[config.mk]
export PLATFORM = sky130hd
export DESIGN_NAME = wstat_read_path
export DESIGN_NICKNAME = d
export VERILOG_FILES = /design/src/rtl/wstat_pkg.sv /design/src/rtl/wstat_strobe_decode.sv /design/src/rtl/wstat_toggle_track.sv /design/src/rtl/wstat_data_sel.sv /design/src/rtl/wstat_read_path.sv
export SDC_FILE = /design/constraint.sdc
export NUM_CORES = 1
export LEC_CHECK = 0
export ABC_AREA = 1
export ABC_CLOCK_PERIOD_IN_PS = 2100
export BUFFER_PORTS_ARGS = -buffer_cell sky130_fd_sc_hd__buf_2
export CAP_MARGIN = 25
export CORE_AREA = 2 2 39 41
export DETAILED_ROUTE_END_ITERATION = 8
export DIE_AREA = 0 0 41 43
export PLACE_DENSITY = 0.7
export RECOVER_POWER = 25
export SLEW_MARGIN = 20
export SYNTH_ARGS = -nofsm -noshare
export SYNTH_HDL_FRONTEND = slang
export SYNTH_SLANG_ARGS = --single-unit
[constraint.sdc]
create_clock -name clk -period 2.1 [get_ports clk]
set_input_delay 0.42 -clock clk [delete_from_list [all_inputs] [get_ports clk]]
set_output_delay 0.42 -clock clk [all_outputs]
set_load 0.01 [all_outputs]
[src/rtl/wstat_pkg.sv]
package wstat_pkg;
  localparam int WORD_W   = 8;
  localparam int POLL_POS = WORD_W - 1;
  localparam int TOG_POS  = WORD_W - 2;

  typedef logic [WORD_W-1:0] word_t;

  typedef enum logic [1:0] {
    SRC_NONE   = 2'd0,
    SRC_ARRAY  = 2'd1,
    SRC_STATUS = 2'd2
  } src_e;

  // strobe combination that makes a read cycle
  function automatic logic read_strobe(logic cs_n, logic oe_n, logic we_n);
    return !cs_n && !oe_n && we_n;
  endfunction

  // status word shown during a program cycle
  function automatic word_t status_word(word_t last, logic tog);
    word_t w;
    w           = last;
    w[POLL_POS] = ~last[POLL_POS];
    w[TOG_POS]  = tog;
    return w;
  endfunction

  function automatic logic next_toggle(logic cur, logic advance);
    return advance ? ~cur : cur;
  endfunction

  function automatic src_e pick_source(logic rd, logic busy);
    if (!rd)  return SRC_NONE;
    if (busy) return SRC_STATUS;
    return SRC_ARRAY;
  endfunction
endpackage

[src/rtl/wstat_strobe_decode.sv]
module wstat_strobe_decode (
  input  logic clk,
  input  logic rst_n,
  input  logic cs_n,
  input  logic oe_n,
  input  logic we_n,
  input  logic busy,
  output logic read_now,
  output logic read_end,
  output logic busy_rise
);
  import wstat_pkg::*;

  logic read_q;
  logic busy_q;

  assign read_now  = read_strobe(cs_n, oe_n, we_n);
  assign read_end  = read_q && !read_now;
  assign busy_rise = busy && !busy_q;

  always_ff @(posedge clk or negedge rst_n) begin
    if (!rst_n) begin
      read_q <= 1'b0;
      busy_q <= 1'b0;
    end else begin
      read_q <= read_now;
      busy_q <= busy;
    end
  end
endmodule

[src/rtl/wstat_toggle_track.sv]
module wstat_toggle_track (
  input  logic clk,
  input  logic rst_n,
  input  logic busy,
  input  logic busy_rise,
  input  logic read_end,
  input  logic seed_bit,
  output logic tog_eff,
  output logic tog_q
);
  import wstat_pkg::*;

  logic advance;

  // a fresh program cycle reseeds from the inverse of the written bit
  assign tog_eff = busy_rise ? ~seed_bit : tog_q;
  assign advance = busy && read_end;

  always_ff @(posedge clk or negedge rst_n) begin
    if (!rst_n) tog_q <= 1'b0;
    else        tog_q <= next_toggle(tog_eff, advance);
  end
endmodule

[src/rtl/wstat_data_sel.sv]
module wstat_data_sel (
  input  logic                         clk,
  input  logic                         rst_n,
  input  logic                         read_now,
  input  logic                         busy,
  input  logic                         tog_eff,
  input  logic [wstat_pkg::WORD_W-1:0] last_byte,
  input  logic [wstat_pkg::WORD_W-1:0] array_data,
  output logic [wstat_pkg::WORD_W-1:0] rd_data,
  output logic                         rd_valid
);
  import wstat_pkg::*;

  src_e  src;
  word_t next_word;

  assign src = pick_source(read_now, busy);

  always_comb begin
    unique case (src)
      SRC_ARRAY:  next_word = array_data;
      SRC_STATUS: next_word = status_word(last_byte, tog_eff);
      default:    next_word = '0;
    endcase
  end

  always_ff @(posedge clk or negedge rst_n) begin
    if (!rst_n) begin
      rd_data  <= '0;
      rd_valid <= 1'b0;
    end else begin
      rd_data  <= next_word;
      rd_valid <= (src != SRC_NONE);
    end
  end
endmodule

[src/rtl/wstat_read_path.sv]
module wstat_read_path (
  input  logic       clk,
  input  logic       rst_n,
  input  logic       cs_n,
  input  logic       oe_n,
  input  logic       we_n,
  input  logic       wr_busy,
  input  logic [7:0] wr_last,
  input  logic [7:0] arr_data,
  output logic [7:0] rd_data,
  output logic       rd_valid
);
  import wstat_pkg::*;

  // named internal events, observed by the bound checker
  logic read_now;
  logic read_end;
  logic busy_rise;
  logic tog_eff;
  logic tog_q;

  wstat_strobe_decode u_dec (
    .clk       (clk),
    .rst_n     (rst_n),
    .cs_n      (cs_n),
    .oe_n      (oe_n),
    .we_n      (we_n),
    .busy      (wr_busy),
    .read_now  (read_now),
    .read_end  (read_end),
    .busy_rise (busy_rise)
  );

  wstat_toggle_track u_tog (
    .clk       (clk),
    .rst_n     (rst_n),
    .busy      (wr_busy),
    .busy_rise (busy_rise),
    .read_end  (read_end),
    .seed_bit  (wr_last[TOG_POS]),
    .tog_eff   (tog_eff),
    .tog_q     (tog_q)
  );

  wstat_data_sel u_sel (
    .clk        (clk),
    .rst_n      (rst_n),
    .read_now   (read_now),
    .busy       (wr_busy),
    .tog_eff    (tog_eff),
    .last_byte  (wr_last),
    .array_data (arr_data),
    .rd_data    (rd_data),
    .rd_valid   (rd_valid)
  );
endmodule

# Word-level counts from Yosys, hierarchy flattened
# Cells that the tools add are included.
# totals
ff_bits,12
latch_bits,0
mem_bits_rw,0
mem_bits_ro,0
inputBits,22
out_inout_bits,9
word_cells,29
mem_count,0
# op_classes
n_addsub,0
mul,0
div,0
order_cmp,0
eq_ne,2
shifts,0
n_mux,9
bitwise,3
reduce_logical,10
# op_table
cell,n
8-bit case mux with 2 select lines,1
2-bit 2-to-1 mux,4
1-bit logical AND,5
1-bit logical NOT,4
1-bit 2-to-1 mux,4
1-bit inverter,3
"2-bit by 1-bit == test with 1-bit output, second input constant",1
"2-bit == test, second input constant",1
2-bit nonzero test,1

# Logic depth before layout (Yosys ltp)
# Gate-level depths: netlist of run 1.
# depth
ltp_word,9
mapped_depth,6
depth_no_buf,6

# Hierarchy
# Synthesis of run 1 repeated with hierarchy kept, for this count alone.
# hier_totals
hier_cells,61
hier_area_um2,548.0
# by_module_without_submodules
module,n_inst,cells_per_inst,area_each_um2,seq_area_each_um2
wstat_data_sel,1,39,384.1,225.2
wstat_strobe_decode,1,8,82.6,50.0
wstat_toggle_track,1,14,81.3,25.0

# Least setup slack after synthesis of run 1
# Ideal clock, no wire load.
# synth_timing
path_kind,input to register
startpoint,input port oe_n
endpoint,register u_sel.rd_data[3] (netlist bit)
setup_ps,65
arrival_ps,954
path_slack_ps,1081
cell_stages,5
n_path_buf,0
path_cell_list,nor2_2 -> nand2_2 -> nor2_2 -> nand2_1 -> nand2_1
# synth_between
elab_chain_len,6
word_cells_on_any_way,7
# synth_rtl
element,line_no,source
"start, declared",wstat_read_path.sv:5,"input logic oe_n,"
1-bit logical NOT (*),wstat_pkg.sv:16,return !cs_n && !oe_n && we_n;
1-bit logical AND (*) (2 in series),wstat_pkg.sv:16,
2-bit 2-to-1 mux (*),wstat_pkg.sv:34,if (busy) return SRC_STATUS;
2-bit == test or 2-bit by 1-bit == test with 1-bit output (tied branches),wstat_data_sel.sv:20,unique case (src)
8-bit case mux with 2 select lines (*),wstat_data_sel.sv:20,
named net u_sel.next_word[3],wstat_data_sel.sv:15,word_t next_word;
"end signal, assigned",wstat_data_sel.sv:32,rd_data <= next_word;
"end, declared",wstat_data_sel.sv:9,"output logic [wstat_pkg::WORD_W-1:0] rd_data,"
# Mark *: on every way through the listed nets, which the timed path passes. The rest lies on a longest branch.

# Worst setup path after layout of run 1
# layout_timing
startpoint,register u_sel.rd_data[3] (netlist bit)
endpoint,output port rd_data[3]
# layout_rtl
element,line_no,source
"end, declared",wstat_read_path.sv:10,"output logic [7:0] rd_data,"
# No word-level cell between the ends.

==> results of run 1 <==
[registers in the layout (all words and copies together) (netlist names)]
register        flops
u_dec.busy_q        1
u_dec.read_q        1
u_sel.rd_data       8
u_sel.rd_valid      1
u_tog.tog_q         1
[metrics by stage]
step                      worst slack [ps]  std cells  power, mW
after floorplan                       1081         61     0.2717
after global placement               850.1        107     0.3044
after detailed placement             830.7        107     0.3062
after CTS                            913.6        110     0.4411
after global routing                 898.0        110     0.4531
final                                922.6        110     0.4340
[path summary, 6_finish.rpt]
kind                                            start                    endpoint  cells after the start
max reg2reg                    u_dec.busy_q$_DFF_PN0_  u_sel.rd_data[6]$_DFF_PN0_                      6
min reg2reg                     u_tog.tog_q$_DFF_PN0_       u_tog.tog_q$_DFF_PN0_                      4
max                        u_sel.rd_data[3]$_DFF_PN0_                  rd_data[3]                      1
min                                             rst_n  u_sel.rd_data[1]$_DFF_PN0_                      1
min in group clk                          arr_data[3]  u_sel.rd_data[3]$_DFF_PN0_                      3
max in group asynchronous                       rst_n  u_sel.rd_data[0]$_DFF_PN0_                      1
[cell type report]
type | instances | area share (%)
inverters | 8 | 4.356
multi-input cells | 41 | 24.32
flip-flops and latches | 12 | 43.56
clock buffers | 3 | 3.267
well taps | 16 | 2.904
repair buffers | 30 | 21.60
[where the power goes]
| group | total, mW | internal, mW | switching (mW) |
|---|---|---|---|
| Clock | 0.133 | 0.0662 | 0.0671 |
| Combinational | 0.0570 | 0.0254 | 0.0316 |
| Sequential | 0.244 | 0.241 | 0.00267 |
| Total | 0.434 | 0.333 | 0.101 |
[per-layer routing]
layer	vias to the layer above	GRT usage, %	part of all wire [%]
li1	244	-	-
met2	17	18.44	55
met3	0	1.571	6.3
met1	212	12.63	39
met4	0	10.00	0
met5	-	0	0
[cells by family after synthesis]
kind of cell	count (synthesis)
buf+inv	8
flops	12
simple gates	40
compound gates	1
[Yosys cell counts (all sizes together)]
cell	count
nand2	35
dfrtp	12
inv	8
nor2	3
nand3	2
a21oi	1
==> flow_summary.ini, run 1 <==
[run_status]
status = finished, final reports clean

[worst_setup_path]
start_kind = flip-flop
cp-end-kind = output pin
cp_slowest_cell = dfrtp_1
path_max_fanout = 1
critical-path-max-stage-delay_ps = 360
crit_buf_inv = 1
crit_chain = buf_2
critPathKind = flip-flop to output pin
crit_family = flip-flops
reg2reg_slack_ps = 1250
worstPathArrival_ps = 760
cp.required_ps = 1680

[final_layout]
seq_area_um2 = 300.3
layout_common_cells = 34 x nand2_1, 29 x buf_2, 12 x dfrtp_1
nNetsFinal = 118
multi_input_area_um2 = 167.7
nFillCells = 139
syn_to_final_growth_pct = 38.44
post-route-util_pct = 49.82
final_layout_size_suffix_gt1_share_pct = 38.30
design_area_um2 = 689.4
num_antenna_cells = 0
final_common_cell = nand2_1

[drt]
via_per_inst = 4.300
remaining_drc_errors = 0
ant_nets = 0
drt-pass1-iter-count = 4
vias = 473
drt_iter0_markers = 4
drt-wirelength-per-cell_um = 8.955
totalWireLength_um = 985

[cts]
cts_sinks = 12
postCtsHoldBufs = 0
h-tree-depth = 1
cts.reportedPaths.clkPinSlew_ps = 70
cts_buffer_depth = 2
cts_buffers = 3
cts_resized = 0
postCtsSetupBuffers = 0
cts_tree = done
cts-root-buf = clkbuf_4
clk_latency_ps = 260

[sta]
rsz0062_at_grt = no
slew_violations = 0
setup_violations = 0
whs_ps = 136.7
fmax_mhz = 849.3
fin_skew_ps = 4.702
hold_viol_final = 0
fin_crit_ps = 1177
slew_headroom_pct = 58.59
fin_tns_setup_ps = 0
max_slew.worst_pin.slew_ps = 621.1
fin_crit_sh_pct = 56.07

[global_routing]
antenna_found_initial = 0
grt_first_pass_wirelength_mm = 1.311
grt_overflow = 0
grt.total_usage_pct = 11.66
first_global_vias = 323
grt_max_degree = 13

[yosys]
synth_cells = 61
synth_top_cell_area_share_pct = 60.30
synth_fa_ha_area_share_pct = 0
syn-cell-area_um2 = 498.0
ys_seq_elements = 12
syn_nets = 83
seq_area_frac_synth_pct = 60.30
yosysTopAreaCell = dfrtp_1
synth_area_per_cell_um2 = 8.164
synth_compound_area_share_pct = 1.005
synth.area.top_cells = dfrtp_1 60%, nand2_1 26%, inv_1 6.0%, nor2_2 3.8%, nand3_1 2.0%
synth_mux_area_share_pct = 0
synth_warnings = 0
synth_cell_types = 7
synthXorXnorAreaFrac_pct = 0
synth_top_family_by_area = simple AND/OR/NAND/NOR gates
synth-simple-area-share_pct = 32.66

[placed_design]
port_buffers = 30
hpwl_um = 748.9
gp_congestion = 0.6691
post_dp_cell_area_um2 = 668.1

[power_and_ir_drop]
p_per_area_nw_per_um2 = 629.5
leakagePower_nw = 0.4612
ir_worst_vdd_mv = 0.2781

[die]
die_h_um = 43
start_util_pct = 35.99
row_count = 14
core-area_um2 = 1384
io_pins = 31
die_w_um = 41
die_area_um2 = 1763

[worst_hold_path]
hold_class = primary input to async pin

[run]
maxCapViolCount = 0
(Power assumes the default switching activity.)
==> inputs of run 2 (changes only) <==
Settings changed: ABC_CLOCK_PERIOD_IN_PS 2100 to 1000, CORE_AREA 2 2 39 41 to not set, CORE_MARGIN set to 1, CORE_UTILIZATION set to 35, DIE_AREA 0 0 41 43 to not set, PLACE_DENSITY 0.7 to 0.69.
Clock period 2.1 ns to 1 ns, I/O delays scaled along.
==> run 2 against run 1 <==
Compared with the run above: clock skew grew 1.8 ps; cell count increased by 0.91%; global-route usage rose by 3.6 points; sequential power up 110%; worst setup slack got worse by 900 ps; combinational power increased by 110%; flip-flop and latch count did not move; critical path depth unchanged; via count is 1.3% higher; clock power increased by 110%; critical path type unchanged; critical endpoint is now rd_data[1]; highest routed layer is now met4.
==> flow_summary.ini, run 2 (synthesis gave the netlist of run 1 again) <==
[power_and_ir_drop]
p_per_area_nw_per_um2 = 1304
leakagePower_nw = 0.4662
ir_worst_vdd_mv = 0.6555

[cts]
cts_buffer_depth = 2
cts_sinks = 12
cts_resized = 0
postCtsSetupBuffers = 0
cts-root-buf = clkbuf_4
cts.reportedPaths.clkPinSlew_ps = 70
clk_latency_ps = 260
cts_buffers = 3
cts_tree = done
h-tree-depth = 1

[global_routing]
grt_max_degree = 13
grt.total_usage_pct = 15.25
antenna_found_initial = 0
grt_first_pass_wirelength_mm = 1.483
first_global_vias = 384
grt_overflow = 0

[worst_setup_path]
cp.required_ps = 800
reg2regPathDepth = 6
worstReg2RegStart = u_dec.busy_q$_DFF_PN0_
worstPathArrival_ps = 770
crit_family = flip-flops
crit_buf_inv = 1
path_max_fanout = 1
crit_start = u_sel.rd_data[1]$_DFF_PN0_
cp-end-kind = output pin
crit_chain = buf_2
cp_slowest_cell = dfrtp_1
critical-path-max-stage-delay_ps = 370
critPathKind = flip-flop to output pin
reg2reg_slack_ps = 140
start_kind = flip-flop
r2r_end = u_sel.rd_data[6]$_DFF_PN0_

[final_layout]
final_layout_size_suffix_gt1_share_pct = 36.46
syn_to_final_growth_pct = 40.45
final_common_cell = nand2_1
post-route-util_pct = 53.09
nNetsFinal = 120
num_antenna_cells = 0
multi_input_area_um2 = 165.2
final_cell_count_no_fill = 111
seq_area_um2 = 300.3
nFillCells = 119
largest_reg_flops = 8
top_register = u_sel.rd_data
layout_common_cells = 35 x nand2_1, 28 x buf_2, 12 x dfrtp_1

[drt]
drt-pass1-iter-count = 2
drt_iter0_markers = 2
remaining_drc_errors = 0
vias = 479
via_per_inst = 4.315
totalWireLength_um = 915
drt-wirelength-per-cell_um = 8.243
ant_nets = 0

[sta]
fmax_mhz = 1028
max_slew.worst_pin.slew_ps = 309.0
setup_violations = 0
rsz0062_at_grt = yes
fin_skew_ps = 6.505
fin_crit_sh_pct = 97.25
slew_headroom_pct = 79.38
hold_viol_final = 0
fin_crit_ps = 972.5
slew_violations = 0

[worst_hold_path]
min_delay_worst_endpoint = u_sel.rd_data[1]$_DFF_PN0_
worst_hold_path.num_cells = 3
hold_class = primary input to flip-flop
hp-start = wr_last[1]

[die]
die_h_um = 39.72
die_area_um2 = 1578
die_w_um = 39.72
start_util_pct = 37.80
row_count = 13
io_pins = 31
core-area_um2 = 1318

[placed_design]
hpwl_um = 720.8
dp_cells = 107
port_buffers = 30
gp_congestion = 0.6234

[run_status]
status = finished, final reports clean

[run]
maxCapViolCount = 0
run 2: cell count changes in the layout (fill, tap and decap cells not counted):
cell / before / now
buf_2: 29 / 28
clkbuf_1: 1 / 2
clkbuf_2: 0 / 1
dlygate4sd3_1: 0 / 1
nand2_1: 34 / 35
nand2_2: 1 / 0
run 2: worst max path at each step:
stage	cells after the start	end	slack (ps)
after floorplan	5	u_sel.rd_data[3]$_DFF_PN0_	200
after CTS	1	rd_data[1]	20
after global placement	6	u_sel.rd_data[3]$_DFF_PN0_	3
after global routing	1	rd_data[3]	-7
final	1	rd_data[1]	30
after detailed placement	6	u_sel.rd_data[7]$_DFF_PN0_	-20
run 2: area by class of cell:
class,instances,area share [%]
Multi-Input combinational cell,41,23.61
Inverter,8,4.293
Clock buffer,3,3.220
Tap cell,15,2.683
Timing Repair Buffer,32,23.26
Sequential cell,12,42.93
run 2: power breakdown:
part / switching, mW / leakage, nW / internal [mW] / total [mW]
clock: 0.139 / 0.0138 / 0.139 / 0.278
sequential: 0.00635 / 0.161 / 0.506 / 0.513
combinational: 0.0653 / 0.292 / 0.0560 / 0.121
run 2: what timing repair did:
action / CTS / global route
hold endpoints to repair: 12 / 0
hold buffers: 1 / 0
setup endpoints to repair: 0 / 2
run 2: stage by stage:
stage	hold slack, ps	area (µm²)	TNS, ps	power (mW)	setup slack, ps
finish	123.7	699.4	0	0.9123	27.47
detailed placement	87.95	674.4	-60.33	0.6452	-20.83
global route	127.5	699.4	-7.411	0.9747	-6.661
CTS	116.5	706.9	0	0.9311	22.53
global placement	86.58	674.4	0	0.6420	3.306
floorplan	-95.59	498.0	0	0.5706	201.2
run 2: metal layers:
| metal | global-route usage (%) | vias to the layer above | share of wire, % | wire (µm) |
|---|---|---|---|---|
| met4 | 12.93 | 0 | 1.1 | 10 |
| met3 | 5.114 | 2 | 7.8 | 71 |
| met5 | 0 | - | 0 | 0 |
| met2 | 22.95 | 24 | 45 | 411 |
| li1 | - | 250 | - | - |
| met1 | 16.97 | 203 | 46 | 422 |
==> inputs of run 3 (changes only) <==
--- a/config.mk
+++ b/config.mk
@@ -9,5 +9,5 @@
 export ABC_CLOCK_PERIOD_IN_PS = 1000
 export BUFFER_PORTS_ARGS = -buffer_cell sky130_fd_sc_hd__buf_2
-export CAP_MARGIN = 25
+export CAP_MARGIN = 15
 export CORE_MARGIN = 1
 export CORE_UTILIZATION = 35
==> constraint.sdc (replaced) <==
create_clock -name clk -period 1 [get_ports clk]
set_input_delay 0.05 -clock clk [delete_from_list [all_inputs] [get_ports clk]]
set_output_delay 0.05 -clock clk [all_outputs]
set_load 0.01 [all_outputs]
==> run 3 against run 2 <==
Compared with the run above: count of clock-buffer cells in the layout grew 1; global-route usage grew 4.7 points; clock power grew 34%; critical path depth grew 5; die area is the same; maximum frequency grew 16%; clock skew shrank 1.3 ps; hold slack lost 70 ps; total power grew 16%; combinational power grew 42%; largest cell class is now non-clock buffers; highest routed layer is now met3.
==> flow_summary.ini, run 3 (synthesis gave the netlist of run 1 again) <==
[die]
die_w_um = 39.72
row_count = 13
io_pins = 31
die_h_um = 39.72
die_area_um2 = 1578
core-area_um2 = 1318
start_util_pct = 37.80

[cts]
cts-root-buf = clkbuf_4
h-tree-depth = 1
clk_latency_ps = 270
cts_tree = done
postCtsSetupBuffers = 0
cts_buffers = 3
cts_resized = 0
cts_buffer_depth = 2
cts.reportedPaths.clkPinSlew_ps = 70
cts_sinks = 12

[drt]
remaining_drc_errors = 0
vias = 545
drt-pass1-iter-count = 2
ant_nets = 0
via_per_inst = 4.291
totalWireLength_mm = 1.269
drt-wirelength-per-cell_um = 9.992
drt_iter0_markers = 4

[worst_setup_path]
worstReg2RegStart = u_dec.busy_q$_DFF_PN0_
crit_chain = inv_1 -> nand2_1 -> nand2_1 -> nand2_1 -> nand2_1 -> nand2_1
cp_slowest_cell = dfrtp_1
crit_family = flip-flops
critPathMostFrequentCell = nand2_1
cp-end-kind = flip-flop
path_max_fanout = 3
start_kind = flip-flop
critical-path-max-stage-delay_ps = 360
critPathKind = flip-flop to flip-flop
cp.required_ps = 1170
crit_start = u_dec.busy_q$_DFF_PN0_
crit_cells = 6
crit_buf_inv = 1
reg2regPathDepth = 6
worstPathArrival_ps = 1010

[sta]
fmax_mhz = 1191
fin_skew_ps = 5.209
whs_ps = 53.29
hold_viol_final = 0
fin_crit_ps = 839.8
slew_violations = 0
fin_crit_sh_pct = 83.98
max_slew.worst_pin.slew_ps = 611.6
setup_violations = 0
slew_headroom_pct = 59.23
fin_tns_setup_ps = 0
rsz0062_at_grt = no

[global_routing]
grt.total_usage_pct = 19.95
grt_max_degree = 13
grt_overflow = 0
grt_first_pass_wirelength_mm = 1.987
first_global_vias = 500
antenna_found_initial = 0

[run]
maxCapViolCount = 0

[final_layout]
top_register = u_sel.rd_data
num_antenna_cells = 0
layout_common_cells = 35 x nand2_1, 29 x buf_2, 17 x dlygate4sd3_1
nNetsFinal = 135
syn_to_final_growth_pct = 74.12
largest_reg_flops = 8
final_cell_count_no_fill = 127
nFillCells = 108
design_area_um2 = 867.1
final_layout_size_suffix_gt1_share_pct = 31.25
final_common_cell = nand2_1

[placed_design]
gp_congestion = 0.6580
port_buffers = 30
hpwl_um = 707
post_dp_cell_area_um2 = 666.9
dp_cells = 106

[power_and_ir_drop]
p_per_area_nw_per_um2 = 1218
ir_worst_vdd_mv = 0.8457
leakagePower_nw = 0.5389

[run_status]
status = finished, final reports clean

[worst_hold_path]
hp-start = we_n
worst_hold_path.num_cells = 4
hold_class = primary input to flip-flop
-- run 3: worst register-to-register path, delay by kind of cell, from the launching register on --
family,cells,cell delay [ps]
DFF,1,360
and+or+nand+nor,5,310
buffers and inverters,1,80
-- run 3: worst paths after layout --
check	end	slack, ps
min in group asynchronous	u_sel.rd_data[7]$_DFF_PN0_	300
hold / removal	u_tog.tog_q$_DFF_PN0_	50
setup / recovery	u_sel.rd_data[6]$_DFF_PN0_	160
hold reg to reg	u_tog.tog_q$_DFF_PN0_	620
setup reg to reg	u_sel.rd_data[6]$_DFF_PN0_	160
max in group asynchronous	u_sel.rd_data[5]$_DFF_PN0_	300
-- run 3: report_power, final --
group	internal (mW)	switching [mW]	total, mW
logic	0.0959	0.0762	0.172
registers	0.506	0.00646	0.512
clock network	0.221	0.151	0.372
-- run 3: metrics by stage --
step                      utilization (%)  total power, mW  setup WS [ps]
after floorplan                         -           0.5706          222.6
after global placement              50.62           0.6407          118.4
after detailed placement            50.62           0.6441          98.04
after CTS                           66.29            1.067          149.7
after global routing                65.81            1.116          88.04
final                               65.81            1.056          160.2
-- run 3: what timing repair did --
action	in CTS	in global routing
hold endpoints to repair	21	0
endpoints found under the setup margin	0	0
hold buffers	17	0
-- run 3: layout make-up --
class	instances	area [µm²]	area share, %
Inverter	8	30.03	3.463
Clock buffer	4	36.28	4.185
Sequential cell	12	300.3	34.63
Multi-Input combinational cell	41	162.7	18.76
Tap cell	15	18.77	2.165
Timing Repair Buffer	47	319.1	36.80
-- run 3: routing by layer --
layer	vias to the layer above	GRT usage [%]	share of wire, %	wire, µm
met1	242	21.01	43	544
met2	24	33.61	48	612
met5	-	0	0	0
li1	279	-	-	-
met3	0	7.955	8.8	112
met4	0	10.34	0	0
